===== src/rtl/pwrseq_pkg.sv =====
package pwrseq_pkg;

  localparam int TW_WIDTH      = 24;
  localparam int TW_DATA_LSB   = 0;
  localparam int TW_ADDR_LSB   = 8;
  localparam int TW_PORT_LSB   = 16;
  localparam int TW_WREN_BIT   = 21;
  localparam int TW_STROBE_BIT = 22;
  localparam int TW_RSTN_BIT   = 23;

  typedef enum logic [3:0] {
    ST_OFF,
    ST_REF_WAIT,
    ST_POR_WAIT,
    ST_TP_WRITE,
    ST_PHY_WAIT,
    ST_UTMI_WAIT,
    ST_ON,
    ST_DN_POR,
    ST_DN_CLK
  } seq_state_e;

  typedef enum logic [1:0] {
    TP_IDLE,
    TP_LOW1,
    TP_HIGH,
    TP_LOW2
  } tp_phase_e;

  // microseconds -> cycles of a clock at hz, never below one cycle
  function automatic int unsigned us_to_cycles(longint unsigned hz, longint unsigned us);
    longint unsigned c;
    c = (hz * us) / 64'd1000000;
    if (c == 0) c = 1;
    return c[31:0];
  endfunction

endpackage


===== src/rtl/pwrseq_rst_sync.sv =====
module pwrseq_rst_sync (
  input  logic clk,
  input  logic rst_n,
  output logic rst_n_o
);
  logic [1:0] sync_q;

  always_ff @(posedge clk or negedge rst_n) begin
    if (!rst_n) sync_q <= 2'b00;
    else        sync_q <= {sync_q[0], 1'b1};
  end

  assign rst_n_o = sync_q[1];
endmodule


===== src/rtl/pwrseq_timer.sv =====
module pwrseq_timer #(
  parameter int CW = 16
) (
  input  logic          clk,
  input  logic          rst_n,
  input  logic          load_i,
  input  logic [CW-1:0] value_i,
  output logic          expired_o
);
  logic [CW-1:0] cnt_q, cnt_d;

  always_comb begin
    cnt_d = cnt_q;
    if (load_i)            cnt_d = value_i - CW'(1);
    else if (cnt_q != '0)  cnt_d = cnt_q - CW'(1);
  end

  always_ff @(posedge clk or negedge rst_n) begin
    if (!rst_n) cnt_q <= '0;
    else        cnt_q <= cnt_d;
  end

  assign expired_o = (cnt_q == '0);
endmodule


===== src/rtl/pwrseq_tport_writer.sv =====
module pwrseq_tport_writer
  import pwrseq_pkg::*;
#(
  parameter int          STEP_CYCLES = 4,
  parameter logic [7:0]  SETUP_ADDR  = 8'h06,
  parameter logic [7:0]  SETUP_DATA  = 8'h04,
  parameter logic [2:0]  SETUP_PORT  = 3'd0
) (
  input  logic                clk,
  input  logic                rst_n,
  input  logic                go_i,
  input  logic                clear_i,
  output logic [TW_WIDTH-1:0] word_o,
  output logic                done_o
);
  localparam int SW = $clog2(STEP_CYCLES + 1);
  localparam logic [SW-1:0] STEP_LAST = SW'(STEP_CYCLES - 1);

  function automatic logic [TW_WIDTH-1:0] build_word(logic strobe);
    logic [TW_WIDTH-1:0] w;
    w = '0;
    w[TW_DATA_LSB +: 8] = SETUP_DATA;
    w[TW_ADDR_LSB +: 8] = SETUP_ADDR;
    w[TW_PORT_LSB +: 3] = SETUP_PORT;
    w[TW_WREN_BIT]      = 1'b1;
    w[TW_RSTN_BIT]      = 1'b1;
    w[TW_STROBE_BIT]    = strobe;
    return w;
  endfunction

  localparam logic [TW_WIDTH-1:0] WORD_LOW  = build_word(1'b0);
  localparam logic [TW_WIDTH-1:0] WORD_HIGH = build_word(1'b1);

  tp_phase_e           phase_q, phase_d;
  logic [SW-1:0]       cnt_q, cnt_d;
  logic [TW_WIDTH-1:0] word_q, word_d;
  logic                step_end;

  assign step_end = (cnt_q == '0);

  always_comb begin
    phase_d = phase_q;
    cnt_d   = cnt_q;
    word_d  = word_q;
    if (clear_i) begin
      phase_d = TP_IDLE;
      cnt_d   = '0;
      word_d  = '0;
    end else if (go_i) begin
      phase_d = TP_LOW1;
      cnt_d   = STEP_LAST;
      word_d  = WORD_LOW;
    end else if (phase_q != TP_IDLE) begin
      if (!step_end) begin
        cnt_d = cnt_q - SW'(1);
      end else begin
        unique case (phase_q)
          TP_LOW1: begin phase_d = TP_HIGH; cnt_d = STEP_LAST; word_d = WORD_HIGH; end
          TP_HIGH: begin phase_d = TP_LOW2; cnt_d = STEP_LAST; word_d = WORD_LOW;  end
          default: begin phase_d = TP_IDLE; end
        endcase
      end
    end
  end

  always_ff @(posedge clk or negedge rst_n) begin
    if (!rst_n) begin
      phase_q <= TP_IDLE;
      cnt_q   <= '0;
      word_q  <= '0;
    end else begin
      phase_q <= phase_d;
      cnt_q   <= cnt_d;
      word_q  <= word_d;
    end
  end

  assign word_o = word_q;
  assign done_o = (phase_q == TP_LOW2) && step_end;

  AST_STROBE_NEEDS_WREN: assert property (@(posedge clk) disable iff (!rst_n)
    word_q[TW_STROBE_BIT] |-> (word_q[TW_WREN_BIT] && word_q[TW_RSTN_BIT]));
  AST_CLEAR_ZEROES_WORD: assert property (@(posedge clk) disable iff (!rst_n)
    clear_i |=> (word_q == '0));
endmodule


===== src/rtl/pwrseq_ctrl.sv =====
module pwrseq_ctrl
  import pwrseq_pkg::*;
#(
  parameter int          NUM_PORTS = 2,
  parameter int          CW        = 16,
  parameter int unsigned N_REF     = 1,
  parameter int unsigned N_POR     = 1,
  parameter int unsigned N_PHY     = 1,
  parameter int unsigned N_UTMI    = 1
) (
  input  logic          clk,
  input  logic          rst_n,
  input  logic          start_i,
  input  logic          stop_i,
  input  logic          port_i,
  input  logic          tmr_expired_i,
  input  logic          wr_done_i,
  output logic          tmr_load_o,
  output logic [CW-1:0] tmr_value_o,
  output logic          wr_go_o,
  output logic          wr_clear_o,
  output logic          ref_en_o,
  output logic          por_n_o,
  output logic [1:0]    utmi_rst_o,
  output logic          busy_o,
  output logic          done_o
);
  seq_state_e state_q, state_d;
  logic       ref_q, ref_d;
  logic       por_q, por_d;
  logic [1:0] utmi_q, utmi_d;
  logic       port_q, port_d;
  logic       done_q, done_d;
  logic       port_ok;
  logic [1:0] req_mask;
  logic       others_running;

  generate
    if (NUM_PORTS == 1) begin : g_single
      assign port_ok = ~port_i;
    end else begin : g_dual
      assign port_ok = 1'b1;
    end
  endgenerate

  assign req_mask       = port_i ? 2'b10 : 2'b01;
  assign others_running = ((~utmi_q) & ~req_mask) != 2'b00;

  always_comb begin
    state_d     = state_q;
    ref_d       = ref_q;
    por_d       = por_q;
    utmi_d      = utmi_q;
    port_d      = port_q;
    done_d      = 1'b0;
    tmr_load_o  = 1'b0;
    tmr_value_o = '0;
    wr_go_o     = 1'b0;
    wr_clear_o  = 1'b0;
    unique case (state_q)
      ST_OFF: if (start_i && port_ok) begin
        state_d     = ST_REF_WAIT;
        ref_d       = 1'b1;
        port_d      = port_i;
        tmr_load_o  = 1'b1;
        tmr_value_o = CW'(N_REF);
      end
      ST_REF_WAIT: if (tmr_expired_i) begin
        state_d     = ST_POR_WAIT;
        por_d       = 1'b1;
        tmr_load_o  = 1'b1;
        tmr_value_o = CW'(N_POR);
      end
      ST_POR_WAIT: if (tmr_expired_i) begin
        state_d = ST_TP_WRITE;
        wr_go_o = 1'b1;
      end
      ST_TP_WRITE: if (wr_done_i) begin
        state_d     = ST_PHY_WAIT;
        tmr_load_o  = 1'b1;
        tmr_value_o = CW'(N_PHY);
      end
      ST_PHY_WAIT: if (tmr_expired_i) begin
        state_d         = ST_UTMI_WAIT;
        utmi_d[port_q]  = 1'b0;
        tmr_load_o      = 1'b1;
        tmr_value_o     = CW'(N_UTMI);
      end
      ST_UTMI_WAIT: if (tmr_expired_i) begin
        state_d = ST_ON;
        done_d  = 1'b1;
      end
      ST_ON: begin
        if (stop_i && port_ok && !utmi_q[port_i]) begin
          utmi_d[port_i] = 1'b1;
          if (others_running) done_d  = 1'b1;
          else                state_d = ST_DN_POR;
        end else if (start_i && port_ok && utmi_q[port_i]) begin
          state_d        = ST_UTMI_WAIT;
          port_d         = port_i;
          utmi_d[port_i] = 1'b0;
          tmr_load_o     = 1'b1;
          tmr_value_o    = CW'(N_UTMI);
        end
      end
      ST_DN_POR: begin
        state_d    = ST_DN_CLK;
        por_d      = 1'b0;
        wr_clear_o = 1'b1;
      end
      ST_DN_CLK: begin
        state_d = ST_OFF;
        ref_d   = 1'b0;
        done_d  = 1'b1;
      end
      default: state_d = ST_OFF;
    endcase
  end

  always_ff @(posedge clk or negedge rst_n) begin
    if (!rst_n) begin
      state_q <= ST_OFF;
      ref_q   <= 1'b0;
      por_q   <= 1'b0;
      utmi_q  <= 2'b11;
      port_q  <= 1'b0;
      done_q  <= 1'b0;
    end else begin
      state_q <= state_d;
      ref_q   <= ref_d;
      por_q   <= por_d;
      utmi_q  <= utmi_d;
      port_q  <= port_d;
      done_q  <= done_d;
    end
  end

  assign ref_en_o   = ref_q;
  assign por_n_o    = por_q;
  assign utmi_rst_o = utmi_q;
  assign busy_o     = (state_q != ST_OFF) && (state_q != ST_ON);
  assign done_o     = done_q;

  AST_POR_NEEDS_CLK: assert property (@(posedge clk) disable iff (!rst_n)
    por_q |-> ref_q);
  AST_UTMI_NEEDS_POR: assert property (@(posedge clk) disable iff (!rst_n)
    (utmi_q != 2'b11) |-> por_q);
  AST_DONE_SINGLE: assert property (@(posedge clk) disable iff (!rst_n)
    done_q |=> !done_q);
  AST_BUSY_KEEPS_PORT: assert property (@(posedge clk) disable iff (!rst_n)
    (busy_o && (start_i || stop_i)) |=> $stable(port_q));
  AST_PORT1_ABSENT: assert property (@(posedge clk) disable iff (!rst_n)
    (NUM_PORTS == 1) |-> utmi_q[1]);
endmodule


===== src/rtl/usbphy_pwr_seq.sv =====
module usbphy_pwr_seq
  import pwrseq_pkg::*;
#(
  parameter int NUM_PORTS    = 2,
  parameter longint unsigned CLK_HZ = 125_000_000,
  parameter int REF_WAIT_US  = 100,
  parameter int POR_WAIT_US  = 300,
  parameter int PHY_WAIT_US  = 2000,
  parameter int UTMI_WAIT_US = 2000,
  parameter int STEP_CYCLES  = 4
) (
  input  logic                clk,
  input  logic                rst_n,
  input  logic                start_i,
  input  logic                stop_i,
  input  logic                port_sel_i,
  output logic                ref_clk_en_o,
  output logic                por_n_o,
  output logic [1:0]          utmi_rst_o,
  output logic [TW_WIDTH-1:0] tport_word_o,
  output logic                busy_o,
  output logic                done_o
);
  localparam int unsigned N_REF  = us_to_cycles(CLK_HZ, longint'(REF_WAIT_US));
  localparam int unsigned N_POR  = us_to_cycles(CLK_HZ, longint'(POR_WAIT_US));
  localparam int unsigned N_PHY  = us_to_cycles(CLK_HZ, longint'(PHY_WAIT_US));
  localparam int unsigned N_UTMI = us_to_cycles(CLK_HZ, longint'(UTMI_WAIT_US));
  localparam int unsigned N_A    = (N_REF > N_POR) ? N_REF : N_POR;
  localparam int unsigned N_B    = (N_PHY > N_UTMI) ? N_PHY : N_UTMI;
  localparam int unsigned N_MAX  = (N_A > N_B) ? N_A : N_B;
  localparam int CW = $clog2(N_MAX + 1);

  logic          srst_n;
  logic          tmr_load, tmr_expired;
  logic [CW-1:0] tmr_value;
  logic          wr_go, wr_clear, wr_done;

  pwrseq_rst_sync u_rst (
    .clk     (clk),
    .rst_n   (rst_n),
    .rst_n_o (srst_n)
  );

  pwrseq_timer #(.CW(CW)) u_tmr (
    .clk       (clk),
    .rst_n     (srst_n),
    .load_i    (tmr_load),
    .value_i   (tmr_value),
    .expired_o (tmr_expired)
  );

  pwrseq_tport_writer #(.STEP_CYCLES(STEP_CYCLES)) u_wr (
    .clk     (clk),
    .rst_n   (srst_n),
    .go_i    (wr_go),
    .clear_i (wr_clear),
    .word_o  (tport_word_o),
    .done_o  (wr_done)
  );

  pwrseq_ctrl #(
    .NUM_PORTS (NUM_PORTS),
    .CW        (CW),
    .N_REF     (N_REF),
    .N_POR     (N_POR),
    .N_PHY     (N_PHY),
    .N_UTMI    (N_UTMI)
  ) u_ctrl (
    .clk           (clk),
    .rst_n         (srst_n),
    .start_i       (start_i),
    .stop_i        (stop_i),
    .port_i        (port_sel_i),
    .tmr_expired_i (tmr_expired),
    .wr_done_i     (wr_done),
    .tmr_load_o    (tmr_load),
    .tmr_value_o   (tmr_value),
    .wr_go_o       (wr_go),
    .wr_clear_o    (wr_clear),
    .ref_en_o      (ref_clk_en_o),
    .por_n_o       (por_n_o),
    .utmi_rst_o    (utmi_rst_o),
    .busy_o        (busy_o),
    .done_o        (done_o)
  );

  AST_WORD_ZERO_IN_POR: assert property (@(posedge clk) disable iff (!srst_n)
    !por_n_o |-> (tport_word_o == '0));
endmodule


===== config.mk =====
export PLATFORM = sky130hd
export DESIGN_NAME = usbphy_pwr_seq
export DESIGN_NICKNAME = d
export VERILOG_FILES = /design/src/rtl/pwrseq_pkg.sv /design/src/rtl/pwrseq_rst_sync.sv /design/src/rtl/pwrseq_timer.sv /design/src/rtl/pwrseq_tport_writer.sv /design/src/rtl/pwrseq_ctrl.sv /design/src/rtl/usbphy_pwr_seq.sv
export SDC_FILE = /design/constraint.sdc
export NUM_CORES = 1
export LEC_CHECK = 0
export ABC_CLOCK_PERIOD_IN_PS = 1300
export BUFFER_PORTS_ARGS = -buffer_cell sky130_fd_sc_hd__clkbuf_2
export CORE_MARGIN = 2
export CORE_UTILIZATION = 30
export DETAILED_ROUTE_END_ITERATION = 6
export PLACE_DENSITY = 0.57
export SYNTH_ARGS = -nofsm -noshare
export SYNTH_HDL_FRONTEND = slang
export SYNTH_SLANG_ARGS = --single-unit

===== constraint.sdc =====
create_clock -name clk -period 1.3 [get_ports clk]
set_input_delay 0.065 -clock clk [delete_from_list [all_inputs] [get_ports clk]]
set_output_delay 0.065 -clock clk [all_outputs]
set_load 0.03 [all_outputs]

### Yosys cells after proc, flatten, opt, wreduce, memory -nomap -nowiden

Cells that the tools add are included.

| operators by class | value |
|---|---|
| add/sub/neg operators | 3 |
| $lt $le $gt $ge | 4 |
| equality and inequality tests | 23 |
| mux-type cells | 64 |
| bitwise gates (word level) | 8 |
| reduce and logical (&&, ||, !) cells | 32 |

Operator list:

| operator | number |
|---|---|
| 18-bit two-way mux | 6 |
| 24-bit two-way mux | 4 |
| 18-bit one-hot mux with 5 select lines | 1 |
| 24-bit one-hot mux with 2 select lines | 1 |
| 4-bit two-way mux | 9 |
| 18-bit by 1-bit subtractor with 18-bit output (second input constant) | 2 |
| 4-bit one-hot mux with 8 select lines | 1 |
| 18-bit zero test | 1 |
| 1-bit two-way mux | 18 |
| 18-bit nonzero test | 1 |
| 4-bit by 3-bit equality test with 1-bit output (second input constant) | 4 |
| 16-bit two-way mux | 1 |
| 2-bit two-way mux | 8 |
| 3-bit two-way mux | 5 |
| 14-bit two-way mux | 1 |
| 2-bit nonzero test | 7 |
| 2-bit != test (second input constant) | 6 |
| 4-bit by 2-bit equality test with 1-bit output (second input constant) | 2 |
| 2-bit inverter | 4 |
| 2-bit one-hot mux with 2 select lines | 2 |
| 2-bit AND reduction | 4 |
| 8-bit AND reduction | 1 |
| 4-bit nonzero test | 2 |
| 2-bit bitwise AND | 3 |
| other kinds (25) | 40 |

| storage, ports and cells | value |
|---|---|
| bits in registers | 59 |
| input port bits | 5 |

### Depth between registers and ports, before layout

| depth | value |
|---|---|
| depth after elaboration | 9 |
| mapped depth | 15 |
| depth with buffers taken out | 13 |

### Hierarchy

From an unflattened synthesis, not the netlist that was laid out.

| unflattened totals | value |
|---|---|
| cell total of the unflattened synthesis | 312 |
| area total of the unflattened synthesis | 2803.9 sq um |

By module, submodules not included:

| module | times used | cells an instance | area an instance (sq um) | seq. area each (sq um) |
|---|---|---|---|---|
| pwrseq_timer | 1 | 147 | 1328.8 | 450.4 |
| pwrseq_ctrl | 1 | 97 | 814.5 | 252.7 |
| pwrseq_tport_writer | 1 | 65 | 606.8 | 175.2 |
| pwrseq_rst_sync | 1 | 3 | 53.8 | 50.0 |

### Least setup slack after synthesis

No wires, ideal clock.

| timing | value |
|---|---|
| path kind | register to register |
| from | register u_tmr.cnt_q[9] |
| to | register u_tmr.cnt_q[14] |
| setup time | 99 ps |
| arrival time | 3044 ps |
| data required time | 1201 ps |
| path slack | -1843 ps |
| cell stages (with the launch flop) | 14 |
| cells stage by stage | dfrtp_1 -> nor4_4 -> nand4_1 -> or3_1 -> and3_1 -> buf_6 -> buf_6 -> nand2_1 -> ha_1 -> nand2_1 -> and3b_1 -> nor4b_1 -> a211oi_1 -> a311oi_1 |

| between the ends | value |
|---|---|
| word-level cells in the longest chain between the ends | 5 |
| elaborated cells on any way between the ends | 12 |
| those cells by class | add/sub: 2; mux: 7; reduce/logical: 3 |

RTL lines:

| item | line | text |
|---|---|---|
| from (decl) | pwrseq_timer.sv:10 | `logic [CW-1:0] cnt_q, cnt_d;` |
| from (signal assigned) | pwrseq_timer.sv:20 | `else cnt_q <= cnt_d;` |
| 18-bit zero test | pwrseq_timer.sv:23 | `assign expired_o = (cnt_q == '0);` |
| 16-bit two-way mux or 18-bit two-way mux (tied branches) | pwrseq_ctrl.sv:68, pwrseq_ctrl.sv:83 |  |
| 18-bit one-hot mux with 5 select lines | pwrseq_ctrl.sv:60 | `unique case (state_q)` |
| 18-bit by 1-bit subtractor with 18-bit output | pwrseq_timer.sv:14 | `if (load_i) cnt_d = value_i - CW'(1);` |
| 18-bit two-way mux | pwrseq_timer.sv:14 |  |

Several ways; a longest one is shown, not always the timed one. The select of a mux whose other input is x is not followed.
A chain may end at the register's enable or synchronous reset.

### Final worst setup path

| timing | value |
|---|---|
| from | register u_tmr.cnt_q[10] |
| to | register u_tmr.cnt_q[14] |

The elaborated chain is that of the path after synthesis.

==> results.md <==
- Layout Cells excl Fill: 510
- Via count: 2420
- Worst IR drop on VDD: 0.683 mV
- Global-route usage over all layers: 15.8%
- Power density over the cells: 2100 mW/mm^2
- Fin. Hold Viols: 0
- Num Clock Sinks: 37
- Synth Instances: 278
- Vias per cell: 4.75
- GPL Wtd Cong: 0.820
- Die area: 0.00896 mm^2
- Initial antenna violation count: 0
- Root Driver: clkbuf_8
- Die Width: 94.7 um
- Grt ovf: 0
- Commonest non-fill, non-tap cell in the layout: buf_4
- Die height: 94.7 um
- Synthesized area per cell: 8.87 um^2
- Detailed Route WL: 7140 um
- Sequential fraction of the synthesis area: 37.6%
- Number of placed I/O pins: 35
- Most used DFF post-synth: dfrtp_1
- TritonCTS clock tree: yes
- Dpl cells: 479
- Async S/R FF share, synth: 100%
- Setup crit end kind: flop
- YS warnings: 0
- Layout overhead on the synthesized area: 63.6%
- Launching element type of the critical path: flop
- Final HPWL DP: 4850 um
- Post-route ant nets: 0
- Global-route wire length before repair: 11100 um
- Iter 0 DRT Violations: 80
- DRC Markers: 0
- Synth Register Bits: 37
- Worst Hold Class: in2async
- Req. time, crit path: 1.50 ns
- Failing checks: negative setup slack
- Core area: 0.00809 mm^2
- Post-layout util: 49.8%
- Hold_ws: 0.0801 ns
- H-Tree Depth: 2
- Clock Pin Slew Worst Setup and Hold Paths: 0.08 ns
- Share of cells above drive strength 1: 53.3%
- Lkg Pwr: 0.00182 uW
- DR pass1 iterations: 4
- Yosys cell types: 57
- TritonCTS Buffers: 5
- Unrepaired setup endpoints after global routing: yes
- Routed wire per std cell: 14.0 um
- Final #Nets: 416
- Bufs on Longest Clock Path: 2
- Clock Latency Late Sink: 0.30 ns
- Setup violations, final: 34
- Final period util: 193%
- Final slew viol count: 0
- Largest net degree at the start of global routing: 36
- Vias in the first global route: 2329
- Max-cap viol count: 0
- Crit path DAT: 2.72 ns
- Crit Path Max Fanout: 3
- Initial Utilization: 30.5%
- FP Rows: 33
- Min cycle time layout: 2.51 ns
- Ant diodes: 0
- Skew final: 0.00773 ns
- FMAX: 398 MHz
- Post-Syn Area: 0.00247 mm^2
- PortBufs: 16
- Worst setup margin: -1.21 ns
- Critical path type: reg2reg
- EDFF count, synth: 0
- Status: complete, but fails checks
- Most frequent cells in the layout: buf_4, dfrtp_1, nor2_1, nand2_1
## per-layer routing
metal	share of wire [%]	vias to the layer above	GRT usage [%]
met5	0	-	0
met2	50	45	26.8
met4	1.9	0	4.35
met3	3.1	9	2.39
li1	-	1199	-
met1	45	1167	20.9
## final timing paths
kind	startpoint	to	slack, ns	cells past startpoint
max	u_tmr.cnt_q[10]$_DFFE_PN0P_	u_tmr.cnt_q[14]$_DFFE_PN0P_	-1.21	11
min	rst_n	u_rst.sync_q[0]$_DFF_PN0_	0.08	2
max reg2reg	u_tmr.cnt_q[10]$_DFFE_PN0P_	u_tmr.cnt_q[14]$_DFFE_PN0P_	-1.21	11
min reg2reg	u_rst.sync_q[1]$_DFF_PN0_	u_ctrl.ref_en_o$_DFFE_PN0P_	0.24	1
max in group asynchronous	u_rst.sync_q[1]$_DFF_PN0_	asynchronous set/reset pin	0.82	1
min in group clk	stop_i	flop	0.19	4
## report_power, final
part	internal, uW	switching (uW)
Sequential	1580	285
Combinational	2930	2820
Clock	381	483
## cell type report
cell class                 count  area [um^2]
tap                          105          131
fill                         731         4060
clock buffer                   5         68.8
timing repair buffer         133         1100
inverter                      10         37.5
sequential                    37          930
clock inverter                 3         21.3
multi-input combinational    217         1750
## per-stage QoR
| stage | setup TNS, ns | power (uW) | setup slack, ns | instance area [um^2] |
|---|---|---|---|---|
| after detailed placement | -26.30 | 6530 | -1.26 | 3430 |
| after CTS | -25.37 | 7990 | -1.26 | 3810 |
| after floorplan | -22.68 | 4890 | -1.59 | 2730 |
| after global placement | -25.21 | 6460 | -1.22 | 3430 |
| after global routing | -30.67 | 9080 | -1.33 | 4030 |
| final | -27.43 | 8490 | -1.21 | 4030 |
## synthesized netlist by cell type (3+ instances only)
cell type	number	area, um^2
a31oi_1	3	18.8
o21ai_0	17	85.1
ha_1	7	87.6
dfrtp_1	35	876
nand3b_1	3	22.5
nand4_1	3	18.8
buf_6	4	45.0
nor3_1	9	45.0
nand4b_1	3	26.3
inv_1	10	37.5
xnor2_1	6	52.6
nor2_1	25	93.8
nand3_1	8	40.0
buf_2	3	15.0
xor2_1	3	26.3
nand2b_1	4	25.0
and3_1	3	18.8
and2_1	4	25.0
a211oi_1	4	30.0
nand2_1	32	120
buf_4	23	173
o22ai_1	4	25.0
a21oi_1	21	105
## what timing repair did
item	CTS	global route
pin swaps	20	29
hold endpoints to repair	2	0
resized for setup	45	41
setup endpoints to repair	35	37
hold buffers	1	0
setup buffers	9	20
## worst max-delay path, stage by stage, from the launching register on
cell	delay (ns)
dfrtp_1	0.42
nor4_4	0.31
nand4_1	0.17
or3_4	0.36
and3_4	0.20
nand2_4	0.06
ha_4	0.13
nand2_2	0.04
and3b_2	0.24
nor4b_4	0.22
a211oi_1	0.08
a311oi_1	0.19
## logic make-up after synthesis
| family | share of synthesized area, % |
|---|---|
| AOI/OAI and AO/OA | 16.7 |
| xor gates and xnor gates | 3.20 |
| adders and majority gates | 3.55 |
| buffers and inverters | 11.1 |
| DFF | 37.6 |
| muxes | 2.23 |
| other | 0.305 |
| and+or+nand+nor | 25.2 |
## registers in the layout, summed over array words and instances, names as in the netlist, named ones only
| register | flops |
|---|---|
| u_ctrl.state_q | 4 |
| u_ctrl.done_o | 1 |
| u_tmr.cnt_q | 18 |
| u_wr.cnt_q | 3 |
| u_ctrl.port_q | 1 |
| u_ctrl.por_n_o | 1 |
| u_wr.word_o | 2 |
| u_wr.phase_q | 2 |
| u_ctrl.ref_en_o | 1 |
| u_rst.sync_q | 2 |
Power figures use the tool's default switching activity.
